===== src/rtl/zt_sram_pkg.sv =====
package zt_sram_pkg;

  // Low two address bits for beat k of a four-beat burst.
  function automatic logic [1:0] beat_low(input logic [1:0] start,
                                          input logic [1:0] beat,
                                          input logic       ilv);
    return ilv ? (start ^ beat) : (start + beat);
  endfunction

endpackage


===== src/rtl/zt_burst_seq.sv =====
module zt_burst_seq #(
  parameter int ADDR_W = 6,
  parameter int LANES  = 2
) (
  input  logic              clk,
  input  logic              rst_n,
  input  logic              clk_en,
  input  logic              burst_ilv,
  input  logic              sel,
  input  logic              adv,
  input  logic              wr,
  input  logic [LANES-1:0]  lane_we,
  input  logic [ADDR_W-1:0] addr,
  output logic              cmd_vld,
  output logic              cmd_wr,
  output logic [ADDR_W-1:0] cmd_addr,
  output logic [LANES-1:0]  cmd_be
);
  import zt_sram_pkg::*;

  logic              act_q;
  logic              wr_q;
  logic [ADDR_W-1:0] base_q;
  logic [1:0]        beat_q;
  logic [1:0]        beat_nx;

  assign beat_nx = beat_q + 2'd1;
  assign cmd_be  = lane_we;

  always_comb begin
    cmd_vld  = 1'b0;
    cmd_wr   = wr;
    cmd_addr = addr;
    if (adv) begin
      cmd_vld  = act_q;
      cmd_wr   = wr_q;
      cmd_addr = {base_q[ADDR_W-1:2], beat_low(base_q[1:0], beat_nx, burst_ilv)};
    end else if (sel) begin
      cmd_vld = 1'b1;
    end
  end

  always_ff @(posedge clk or negedge rst_n) begin
    if (!rst_n) begin
      act_q  <= 1'b0;
      wr_q   <= 1'b0;
      base_q <= '0;
      beat_q <= '0;
    end else if (clk_en) begin
      if (adv) begin
        if (act_q) beat_q <= beat_nx;
      end else if (sel) begin
        act_q  <= 1'b1;
        wr_q   <= wr;
        base_q <= addr;
        beat_q <= '0;
      end else begin
        act_q <= 1'b0;
      end
    end
  end

  AST_BEAT_STEP: assert property (@(posedge clk) disable iff (!rst_n)
    (clk_en && adv && act_q) |=> (beat_q == $past(beat_q) + 2'd1));
  AST_BURST_OPEN: assert property (@(posedge clk) disable iff (!rst_n)
    (clk_en && !adv && sel) |=> (act_q && beat_q == 2'd0));
  AST_NO_ORPHAN_ADV: assert property (@(posedge clk) disable iff (!rst_n)
    (adv && !act_q) |-> !cmd_vld);

endmodule


===== src/rtl/zt_late_pipe.sv =====
module zt_late_pipe #(
  parameter int ADDR_W = 6,
  parameter int LANES  = 2
) (
  input  logic              clk,
  input  logic              rst_n,
  input  logic              clk_en,
  input  logic              flow_mode,
  input  logic              cmd_vld,
  input  logic              cmd_wr,
  input  logic [ADDR_W-1:0] cmd_addr,
  input  logic [LANES-1:0]  cmd_be,
  output logic              a_vld,
  output logic              a_wr,
  output logic [ADDR_W-1:0] a_addr,
  output logic              b_vld,
  output logic              b_wr,
  output logic [ADDR_W-1:0] b_addr,
  output logic [LANES-1:0]  b_be,
  output logic              wen,
  output logic [ADDR_W-1:0] waddr,
  output logic [LANES-1:0]  wbe
);
  logic [LANES-1:0] a_be;

  always_ff @(posedge clk or negedge rst_n) begin
    if (!rst_n) begin
      a_vld  <= 1'b0;
      a_wr   <= 1'b0;
      a_addr <= '0;
      a_be   <= '0;
      b_vld  <= 1'b0;
      b_wr   <= 1'b0;
      b_addr <= '0;
      b_be   <= '0;
    end else if (clk_en) begin
      a_vld  <= cmd_vld;
      a_wr   <= cmd_wr;
      a_addr <= cmd_addr;
      a_be   <= cmd_be;
      b_vld  <= a_vld;
      b_wr   <= a_wr;
      b_addr <= a_addr;
      b_be   <= a_be;
    end
  end

  // Write commits in the edge that brings its data: one stage late in
  // flow-through mode, two stages late in pipelined mode.
  assign wen   = clk_en && (flow_mode ? (a_vld && a_wr) : (b_vld && b_wr));
  assign waddr = flow_mode ? a_addr : b_addr;
  assign wbe   = flow_mode ? a_be   : b_be;

  AST_STALL_HOLD: assert property (@(posedge clk) disable iff (!rst_n)
    !clk_en |=> ($stable(a_vld) && $stable(b_vld) && $stable(a_addr) && $stable(b_addr)));
  AST_WRITE_SURVIVES: assert property (@(posedge clk) disable iff (!rst_n)
    (clk_en && a_vld && a_wr) |=> (b_vld && b_wr));

endmodule


===== src/rtl/zt_store.sv =====
module zt_store #(
  parameter int ADDR_W = 6,
  parameter int LANES  = 2,
  parameter int LANE_W = 9,
  localparam int DEPTH  = 1 << ADDR_W,
  localparam int DATA_W = LANES * LANE_W
) (
  input  logic              clk,
  input  logic              rst_n,
  input  logic              clk_en,
  input  logic              wen,
  input  logic [ADDR_W-1:0] waddr,
  input  logic [LANES-1:0]  wbe,
  input  logic [DATA_W-1:0] wdata,
  input  logic [ADDR_W-1:0] raddr,
  output logic [DATA_W-1:0] rdata
);
  for (genvar l = 0; l < LANES; l++) begin : g_lane
    logic [LANE_W-1:0] mem [DEPTH];
    always_ff @(posedge clk) begin
      if (wen && wbe[l]) mem[waddr] <= wdata[l*LANE_W +: LANE_W];
    end
    assign rdata[l*LANE_W +: LANE_W] = mem[raddr];
  end

  AST_WRITE_GATED: assert property (@(posedge clk) disable iff (!rst_n)
    wen |-> clk_en);

endmodule


===== src/rtl/zt_sram.sv =====
module zt_sram #(
  parameter int ADDR_W = 6,
  parameter int LANES  = 2,
  parameter int LANE_W = 9,
  localparam int DATA_W = LANES * LANE_W
) (
  input  logic              clk,
  input  logic              rst_n,
  input  logic              clk_en,
  input  logic              flow_mode,
  input  logic              burst_ilv,
  input  logic              cs_pri_n,
  input  logic              cs_hi,
  input  logic              cs_lo_n,
  input  logic              adv,
  input  logic              wr,
  input  logic [LANES-1:0]  lane_we,
  input  logic [ADDR_W-1:0] addr,
  input  logic [DATA_W-1:0] din,
  input  logic              oe,
  output logic [DATA_W-1:0] q,
  output logic              q_oe
);
  logic              sel;
  logic              cmd_vld, cmd_wr;
  logic [ADDR_W-1:0] cmd_addr;
  logic [LANES-1:0]  cmd_be;
  logic              a_vld, a_wr, b_vld, b_wr;
  logic [ADDR_W-1:0] a_addr, b_addr, waddr;
  logic [LANES-1:0]  b_be, wbe;
  logic              wen;
  logic [DATA_W-1:0] rdata;
  logic              fwd_hit;
  logic [DATA_W-1:0] rd_merged;
  logic              q_vld;
  logic [DATA_W-1:0] q_reg;
  logic              rd_drive;
  logic [DATA_W-1:0] rd_word;

  assign sel = !cs_pri_n && cs_hi && !cs_lo_n;

  zt_burst_seq #(.ADDR_W(ADDR_W), .LANES(LANES)) u_seq (
    .clk(clk), .rst_n(rst_n), .clk_en(clk_en), .burst_ilv(burst_ilv),
    .sel(sel), .adv(adv), .wr(wr), .lane_we(lane_we), .addr(addr),
    .cmd_vld(cmd_vld), .cmd_wr(cmd_wr), .cmd_addr(cmd_addr), .cmd_be(cmd_be));

  zt_late_pipe #(.ADDR_W(ADDR_W), .LANES(LANES)) u_pipe (
    .clk(clk), .rst_n(rst_n), .clk_en(clk_en), .flow_mode(flow_mode),
    .cmd_vld(cmd_vld), .cmd_wr(cmd_wr), .cmd_addr(cmd_addr), .cmd_be(cmd_be),
    .a_vld(a_vld), .a_wr(a_wr), .a_addr(a_addr),
    .b_vld(b_vld), .b_wr(b_wr), .b_addr(b_addr), .b_be(b_be),
    .wen(wen), .waddr(waddr), .wbe(wbe));

  zt_store #(.ADDR_W(ADDR_W), .LANES(LANES), .LANE_W(LANE_W)) u_store (
    .clk(clk), .rst_n(rst_n), .clk_en(clk_en), .wen(wen), .waddr(waddr),
    .wbe(wbe), .wdata(din), .raddr(a_addr), .rdata(rdata));

  // Pipelined read sampling the array on the same edge that commits an
  // older write to that word: take the arriving lanes from din.
  assign fwd_hit = b_vld && b_wr && (b_addr == a_addr);

  always_comb begin
    for (int l = 0; l < LANES; l++) begin
      rd_merged[l*LANE_W +: LANE_W] = (fwd_hit && b_be[l]) ? din[l*LANE_W +: LANE_W]
                                                           : rdata[l*LANE_W +: LANE_W];
    end
  end

  always_ff @(posedge clk or negedge rst_n) begin
    if (!rst_n)      q_vld <= 1'b0;
    else if (clk_en) q_vld <= a_vld && !a_wr;
  end

  always_ff @(posedge clk) begin
    if (clk_en) q_reg <= rd_merged;
  end

  assign rd_drive = flow_mode ? (a_vld && !a_wr) : q_vld;
  assign rd_word  = flow_mode ? rdata : q_reg;
  assign q_oe     = rd_drive && oe;
  assign q        = q_oe ? rd_word : '0;

  AST_DESELECT_IDLE: assert property (@(posedge clk) disable iff (!rst_n)
    (clk_en && !adv && !sel) |=> !a_vld);
  AST_WRITE_NO_DRIVE: assert property (@(posedge clk) disable iff (!rst_n)
    (clk_en && !flow_mode && a_vld && a_wr) |=> !q_vld);
  AST_FLOW_FROM_A: assert property (@(posedge clk) disable iff (!rst_n)
    (flow_mode && wen) |-> (a_vld && a_wr && waddr == a_addr));

endmodule


===== config.mk =====
export PLATFORM = sky130hd
export DESIGN_NAME = zt_sram
export DESIGN_NICKNAME = d
export VERILOG_FILES = /design/src/rtl/zt_sram_pkg.sv /design/src/rtl/zt_burst_seq.sv /design/src/rtl/zt_late_pipe.sv /design/src/rtl/zt_store.sv /design/src/rtl/zt_sram.sv
export SDC_FILE = /design/constraint.sdc
export NUM_CORES = 1
export LEC_CHECK = 0
export ABC_AREA = 0
export BUFFER_PORTS_ARGS = -buffer_cell sky130_fd_sc_hd__buf_4
export CAP_MARGIN = 25
export CORE_MARGIN = 4
export CORE_UTILIZATION = 57
export CTS_CLUSTER_DIAMETER = 40
export DETAILED_ROUTE_END_ITERATION = 16
export HOLD_SLACK_MARGIN = 0.05
export PLACE_DENSITY = 0.79
export SYNTH_ARGS = -nofsm -noshare
export SYNTH_HDL_FRONTEND = slang
export SYNTH_SLANG_ARGS = --single-unit

===== constraint.sdc =====
create_clock -name clk -period 4.5 [get_ports clk]
set_input_delay 0.45 -clock clk [delete_from_list [all_inputs] [get_ports clk]]
set_output_delay 0.45 -clock clk [all_outputs]
set_load 0.03 [all_outputs]

* Word-level counts from Yosys, hierarchy flattened *
Memories as Yosys holds them, arrays and structs flattened.
Index checks and enable logic that the tools add are counted.

operators by class
  add/sub/neg operators = 2
  multipliers = 0
  div/mod/pow operators = 0
  magnitude comparators = 0
  equal/unequal tests = 2
  shift operators = 0
  mux-type cells = 19
  bitwise logic cells = 2
  reduce and logical (&&, ||, !) cells = 19

operator list
  cell                   number
  $mux W18               2
  $mux W9                2
  $logic_and A1 B1 Y1    12
  $mux W6                2
  $mux W2                5
  $mux W1                8
  $eq A6 B6 Y1           1
  $reduce_and A3 Y1      2
  $logic_not A1 Y1       3
  $add A2 B1 Y2 const B  1
  $add A2 B2 Y2          1
  $ne A2 B1 Y1 const B   1
  $reduce_and A2 Y1      1
  $reduce_bool A2 Y1     1
  $xor A2 B2 Y2          1
  $not A1 Y1             1

storage, ports and cells
  bits in registers = 48
  latch bits = 0
  bits in writable memories = 1152
  ROM bits = 0
  input bits = 37
  output and inout port bits = 19
  logic and storage cells = 59
  memories = 2

memories
  memory                 words  bits a word  rd ports  clocked after memory_dff  write ports  RTL line        RTL
  u_store.g_lane[0].mem  64     9            1         0                         1            zt_store.sv:19  logic [LANE_W-1:0] mem [DEPTH];
  u_store.g_lane[1].mem  64     9            1         0                         1            zt_store.sv:19

* Longest topological paths before layout *
Gate-level depths: netlist (run 1).

  depth after elaboration = 6
  gate-level depth with buffers = 11
  mapped depth without buffers = 8

* Modules after synthesis *
Synthesis (run 1) repeated with hierarchy kept, for this count alone.

unflattened totals
  cell total of the unflattened synthesis = 2169
  area total of the unflattened synthesis = 47145.2 um^2

modules (own cells, without submodules)
  module        times used  cells each  area an instance (um^2)
  zt_store      1           1978        44525.2
  zt_sram       1           93          1168.6
  zt_late_pipe  1           54          862.1
  zt_burst_seq  1           44          589.3

* Worst setup path before layout (run 1) *
Ideal clock, no wire load.

  kind = register to output
  start = register u_pipe.a_addr[5]
  end = output q[17]
  arrival time = 2.204 ns
  path slack = 1.846 ns
  cell stages (with the launch flop) = 11
  buffers on the path = 4
  cells stage by stage = dfrtp_1 -> buf_4 -> buf_6 -> or4b_1 -> buf_2 -> buf_6 -> o22ai_1 -> nor2_1 -> nand4_1 -> o41ai_2 -> o22ai_1

between the ends
  longest elaborated chain between the ends = 3

ends and longest elaborated chain
  element                   RTL line            RTL
  start: declaration        zt_late_pipe.sv:15  output logic [ADDR_W-1:0] a_addr,
  start signal: assignment  zt_late_pipe.sv:39  a_addr <= cmd_addr;
  $mem_v2 Z64 W9            --
  $mux W18                  zt_sram.sv:79       assign rd_word = flow_mode ? rdata : q_reg;
  $mux W18                  zt_sram.sv:81       assign q = q_oe ? rd_word : '0;
  end: declaration          zt_sram.sv:21       output logic [DATA_W-1:0] q,

No other way between the ends.

* Worst setup path after layout (run 1) *
  start = register u_pipe.a_addr[2]
  end = output q[14]

The elaborated chain is that of the path after synthesis.

==> results of run 1 <==
## power breakdown
group	leakage, uW	total [uW]	switching (uW)	internal, uW
Combinational	0.00613	2960	1950	1000
Clock	0.00215	10900	4520	6420
Sequential	0.0109	12500	128	12400
## area by class of cell
class,count,share of cell area (%)
flip-flops and latches,1200,65.85
multi-input cells,1447,20.07
clock buffers,164,6.376
repair buffers,216,3.333
well taps,1070,2.456
clock inverters,76,1.859
inverters,8,0.05509
diodes,1,0.004591
## worst paths after layout
path	from	endpoint	cells past startpoint
max in group asynchronous	rst_n	u_pipe.a_addr[4]	2
min reg2reg	q_vld	q_vld	1
min	adv	u_seq.beat_q[1]	3
min in group asynchronous	rst_n	u_pipe.b_wr	2
max reg2reg	u_pipe.a_addr[3]	u_store.g_lane[0].mem[11][5]	5
max	u_pipe.a_addr[2]	q[14]	8
## stage by stage
stage	utilization [%]	hold slack [ns]	worst slack [ns]
after floorplan	-	0.1544	1.846
after global placement	60.18	0.4259	0.3566
after detailed placement	60.18	0.4382	0.3111
after CTS	65.80	0.08142	-0.05182
after global routing	65.96	0.1044	0.01324
final	65.97	0.1101	0.09632
## kinds of logic (layout without fill, tap and decap cells)
family	count (synthesis)	in the layout
AOI/OAI and AO/OA	389	389
xor gates and xnor gates	9	9
adders and majority gates	1	1
buffers and inverters	175	464
DFF	1200	1200
muxes	601	601
other	0	1
and+or+nand+nor	445	447
## synth_stat cells (all sizes together) (2+ instances only)
cell type / number
inv: 8
a21oi: 42
nand4b: 3
and2: 3
dfrtp: 30
nand3: 40
o32ai: 6
xor2: 6
mux2i: 565
mux2: 36
a2111oi: 18
buf: 119
edfxtp: 1170
nand2b: 21
nor2b: 7
nand4: 19
nor2: 196
o22ai: 144
clkbuf: 48
o21ai: 46
nand4bb: 2
a32oi: 2
a22oi: 110
o41ai: 18
nand2: 128
or3: 18
xnor2: 3
## layer usage
| metal | track usage, % | up-vias | wire length, um |
|---|---|---|---|
| li1 | - | 11500 | - |
| met1 | 35.41 | 13500 | 44060 |
| met2 | 39.64 | 1603 | 53550 |
| met3 | 6.678 | 255 | 12950 |
| met4 | 8.585 | 0 | 4001 |
| met5 | 0 | - | 0 |
## worst max-delay path, delay by kind of cell, from the launching register on
family	cells	cell delay [ns]
AOI/OAI and AO/OA	3	1.13
buffers and inverters	3	0.73
DFF	1	0.61
and+or+nand+nor	1	0.41
muxes	1	0.30
## what timing repair did
action                                  in CTS  in global routing
buffers inserted                             1                 11
resized for setup                            7                  7
endpoints found under the hold margin       41                  0
endpoints found under the setup margin      13                  6
hold buffers                                10                  0
pin swaps                                    0                  1
gates cloned                                 1                  1
==> flow_summary.ini, run 1 <==
[yosys]
syn_area_um2 = 47810
yosysTopAreaCell = edfxtp_1
yosysUniqueCellTypes = 47
synth-edff-count = 1170
ys_warn_count = 0
synth.top_cell.area_share_pct = 73.48
synth-xor-area-share_pct = 0.1649
ys_seq_area_share_pct = 75.05
synth_top_family_by_area = multiplexers
synthesis.nets = 2858
synthMuxAreaShare_pct = 12.68
ys_seq_elements = 1200
synth_area_leaders = edfxtp_1 (73%), mux2i_1 (12%), o22ai_1 (1.9%)
synth-simple-area-share_pct = 4.229
postSynthAreaPerCell_um2 = 16.96
synth_fa_ha_area_share_pct = 0.02617
ys.flop_type = edfxtp_1
synth_compound_area_share_pct = 5.595
ys_async_sr_fraction_pct = 2.500
syn_inst = 2820

[placed_design]
dpl_cell_area_um2 = 49730
port_buffers = 55
place.gp.congestion = 0.8618
dp_cells = 3917
hpwl_um = 67610

[die]
die_h_um = 297.6
core_um2 = 82640
ioPinCount = 56
die_w_um = 297.6
rows = 105
initial_core_util_pct = 57.86
die-area_um2 = 88580

[routing]
wl_um = 114600
drt_iter0_drc = 3861
drtAntennaViolNets = 0
vias_per_cell = 6.422
drcViolationCount = 0
vias = 26860
wl_per_cell_um = 27.39
dr.pass1.iters = 6

[setup_path]
cp.arrival_ns = 3.95
startpoint_type = flip-flop
path_max_fanout = 47
worst_ep_required_time_ns = 4.05
cp-end-kind = primary output
cp_slowest_cell = o41ai_1
max_stage_delay_ns = 0.74
rrSetupSlack_ns = 0.90
critPathKind = flip-flop to primary output
cp_cell_sequence = buf_4 > buf_12 > mux2i_1 > o22ai_1 > or3_1 > o41ai_1 > o22ai_1 > buf_4

[clocking]
cts.path.max_buffers = 3
clkSinkCount = 1200
clkTransAtPathRegs_ns = 0.05
htree_levels = 4
numCtsBuffers = 133
root_buffer = clkbuf_16
cts_tree = yes
clk_latency_ns = 0.74

[worst_hold_path]
min_path_type = primary input to flip-flop

[finish]
mostFrequentLayoutCell = edfxtp_1
num-fill-cells = 5192
instances_no_fill = 4182
layout_common_cells = edfxtp_1 (1170), mux2i_1 (565), nor2_1 (195)
largest_register_ffs = 1152
post-route-cell-area_um2 = 54510
ff_latch_area_um2 = 35900
area_delta_synth_final_pct = 14.01
drive_above_1_share_pct = 15.27
nets = 3044
multiInputGateArea_um2 = 10940

[timing]
finalHoldViolCount = 0
finalSetupViolations = 0
fin_worst_skew_ns = 0.04902
fin_tns_setup_ns = 0
finalCritPeriodShare_pct = 97.86
rsz0062_at_grt = no
drv_slew = 0
slew_headroom_pct = 30.26
fmaxAchievable_mhz = 227.1
tightest_slew_ns = 1.043
finalCriticalPeriod_ns = 4.404

[power_and_ir_drop]
power_density_nw_per_um2 = 484.4
p_leak_uw = 0.01916
ir_worst_vdd_uv = 366.1
p_total_uw = 26410

[global_routing]
grt-ovfl-total = 0
grt_pass1_vias = 26730
grt_max_degree = 89
antenna_found_initial = 0
grt_pass1_wl_um = 169800
grt_usage_pct = 25.46

[flow_run]
cap_violations = 0

[outcome]
status = complete, no violations
(Power assumes the default switching activity.)
==> run 2: changes to the inputs <==
- clock period: 4.5 -> 5.4 ns (I/O delays scaled with it)
==> run 2 against run 1 <==
Effect of this change:
- utilization shrank 1.3 points
- die area unchanged
- critical path depth shrank 1
- sequential share of layout area grew 1.3 points
- critical path type unchanged
- critical endpoint unchanged
- non-clock buffer count shrank 112
==> flow_summary.ini, run 2 (synthesis results as in run 1) <==
[outcome]
status = complete, no violations

[power_and_ir_drop]
ir_worst_vdd_uv = 298.5
power_density_nw_per_um2 = 406.1
p_leak_uw = 0.01853

[clocking]
cts_setup_buffers = 0
clkTransAtPathRegs_ns = 0.06
cts_tree = yes
numCtsBuffers = 133
cts.path.max_buffers = 3
ctsHoldBuffers = 8
htree_levels = 4
clkSinkCount = 1200
clk_latency_ns = 0.73
post_cts_resized = 0
root_buffer = clkbuf_16

[timing]
rsz0062_at_grt = no
finalCritPeriodShare_pct = 94.16
finalSetupViolations = 0
finalHoldViolCount = 0
slew_headroom_pct = 29.00
fin_tns_setup_ns = 0
drv_slew = 0
fmaxAchievable_mhz = 196.7
finalCriticalPeriod_ns = 5.085
tightest_slew_ns = 1.065
fin_worst_skew_ns = 0.02110

[global_routing]
grt_pass1_vias = 26330
grt_pass1_wl_um = 166300
use_met1_pct = 33.66
grt-ovfl-total = 0
met3_usage_pct = 5.634
use_met2_pct = 40.41
grt_max_degree = 76
antenna_found_initial = 0
grt_usage_pct = 24.94
top_usage_layer = met2

[setup_path]
cp.arrival_ns = 4.54
cp_cell_sequence = buf_4 > mux2i_1 > o21ai_0 > or3_1 > o41ai_1 > o22ai_1 > buf_4
setup.worst_path.start = u_pipe.a_addr[2]
timing.rr.start = u_pipe.a_addr[2]
startpoint_type = flip-flop
cp-end-kind = primary output
worst_ep_required_time_ns = 4.86
max_stage_delay_ns = 1.09
crit_top_cell = buf_4
path_max_fanout = 55
critPathKind = flip-flop to primary output
cp_slowest_cell = dfrtp_4

[die]
initial_core_util_pct = 57.86
ioPinCount = 56
rows = 105
die_h_um = 297.6
die_w_um = 297.6
die-area_um2 = 88580
core_um2 = 82640

[routing]
drcViolationCount = 0
drtAntennaViolNets = 0
vias = 26480
vias_per_cell = 6.513
wl_um = 112300
drt_iter0_drc = 3379
dr.pass1.iters = 5
wl_per_cell_um = 27.62

[worst_hold_path]
worstHoldStart = lane_we[0]
min_path_type = primary input to flip-flop

[placed_design]
port_buffers = 55
place.gp.congestion = 0.8528
dp_cells = 3814
hpwl_um = 66020

[finish]
num-fill-cells = 5308
multiInputGateArea_um2 = 10880
area_delta_synth_final_pct = 11.81
layout_common_cells = edfxtp_1 (1170), mux2i_1 (565), nor2_1 (195)
ff_latch_area_um2 = 35890
final_util_pct = 64.70
drive_above_1_share_pct = 12.15
largest_register_ffs = 1152
mostFrequentLayoutCell = edfxtp_1
instances_no_fill = 4066
nets = 2930

[flow_run]
cap_violations = 0
run 2: final timing paths:
kind,to,slack (ns),depth (start not counted)
max,q[14],0.32,7
min in group asynchronous,u_pipe.a_vld,0.31,2
min,u_pipe.a_be[0],0.09,2
max reg2reg,u_store.g_lane[1].mem[31][8],1.55,5
min reg2reg,u_seq.wr_q,0.51,1
max in group asynchronous,u_pipe.a_addr[2],4.73,2
run 2: routing by layer:
layer,wire length (um),share of wire [%]
met5,0,0
met4,3380,3.0
met1,42930,38
met2,54740,49
met3,11240,10
run 2: cell type report:
class                      count  share of cell area, %
inverter                       8                0.05617
sequential                  1200                  67.13
antenna                        1               0.004681
multi-input combinational   1445                  20.35
clock inverter                76                  1.437
timing repair buffer         104                  1.751
clock buffer                 162                  6.766
tap                         1070                  2.504
run 2: worst max-delay path, delay by kind of cell (launching register included):
kind	cells	cell delay, ns
mux	1	0.27
simple gates	1	0.39
compound gates	3	1.14
flops	1	1.09
buf+inv	2	0.85
run 2: per-stage QoR:
stage / total power [uW] / instance area [um^2] / setup WS [ns] / hold slack (ns)
2_1_floorplan: 12070 / 47810 / 2.575 / 0.2444
3_3_place_gp: 12800 / 48900 / 1.231 / 0.4861
3_5_place_dp: 12870 / 48900 / 1.209 / 0.4982
4_1_cts: 21700 / 53360 / 0.3767 / 0.05038
5_1_grt: 22280 / 53460 / 0.1624 / 0.07511
6_report: 21710 / 53460 / 0.3151 / 0.09179
run 2: power breakdown:
group | internal (uW) | switching, uW
clock | 5300 | 3640
sequential | 10300 | 120
combinational | 787 | 1550
total | 16400 | 5310
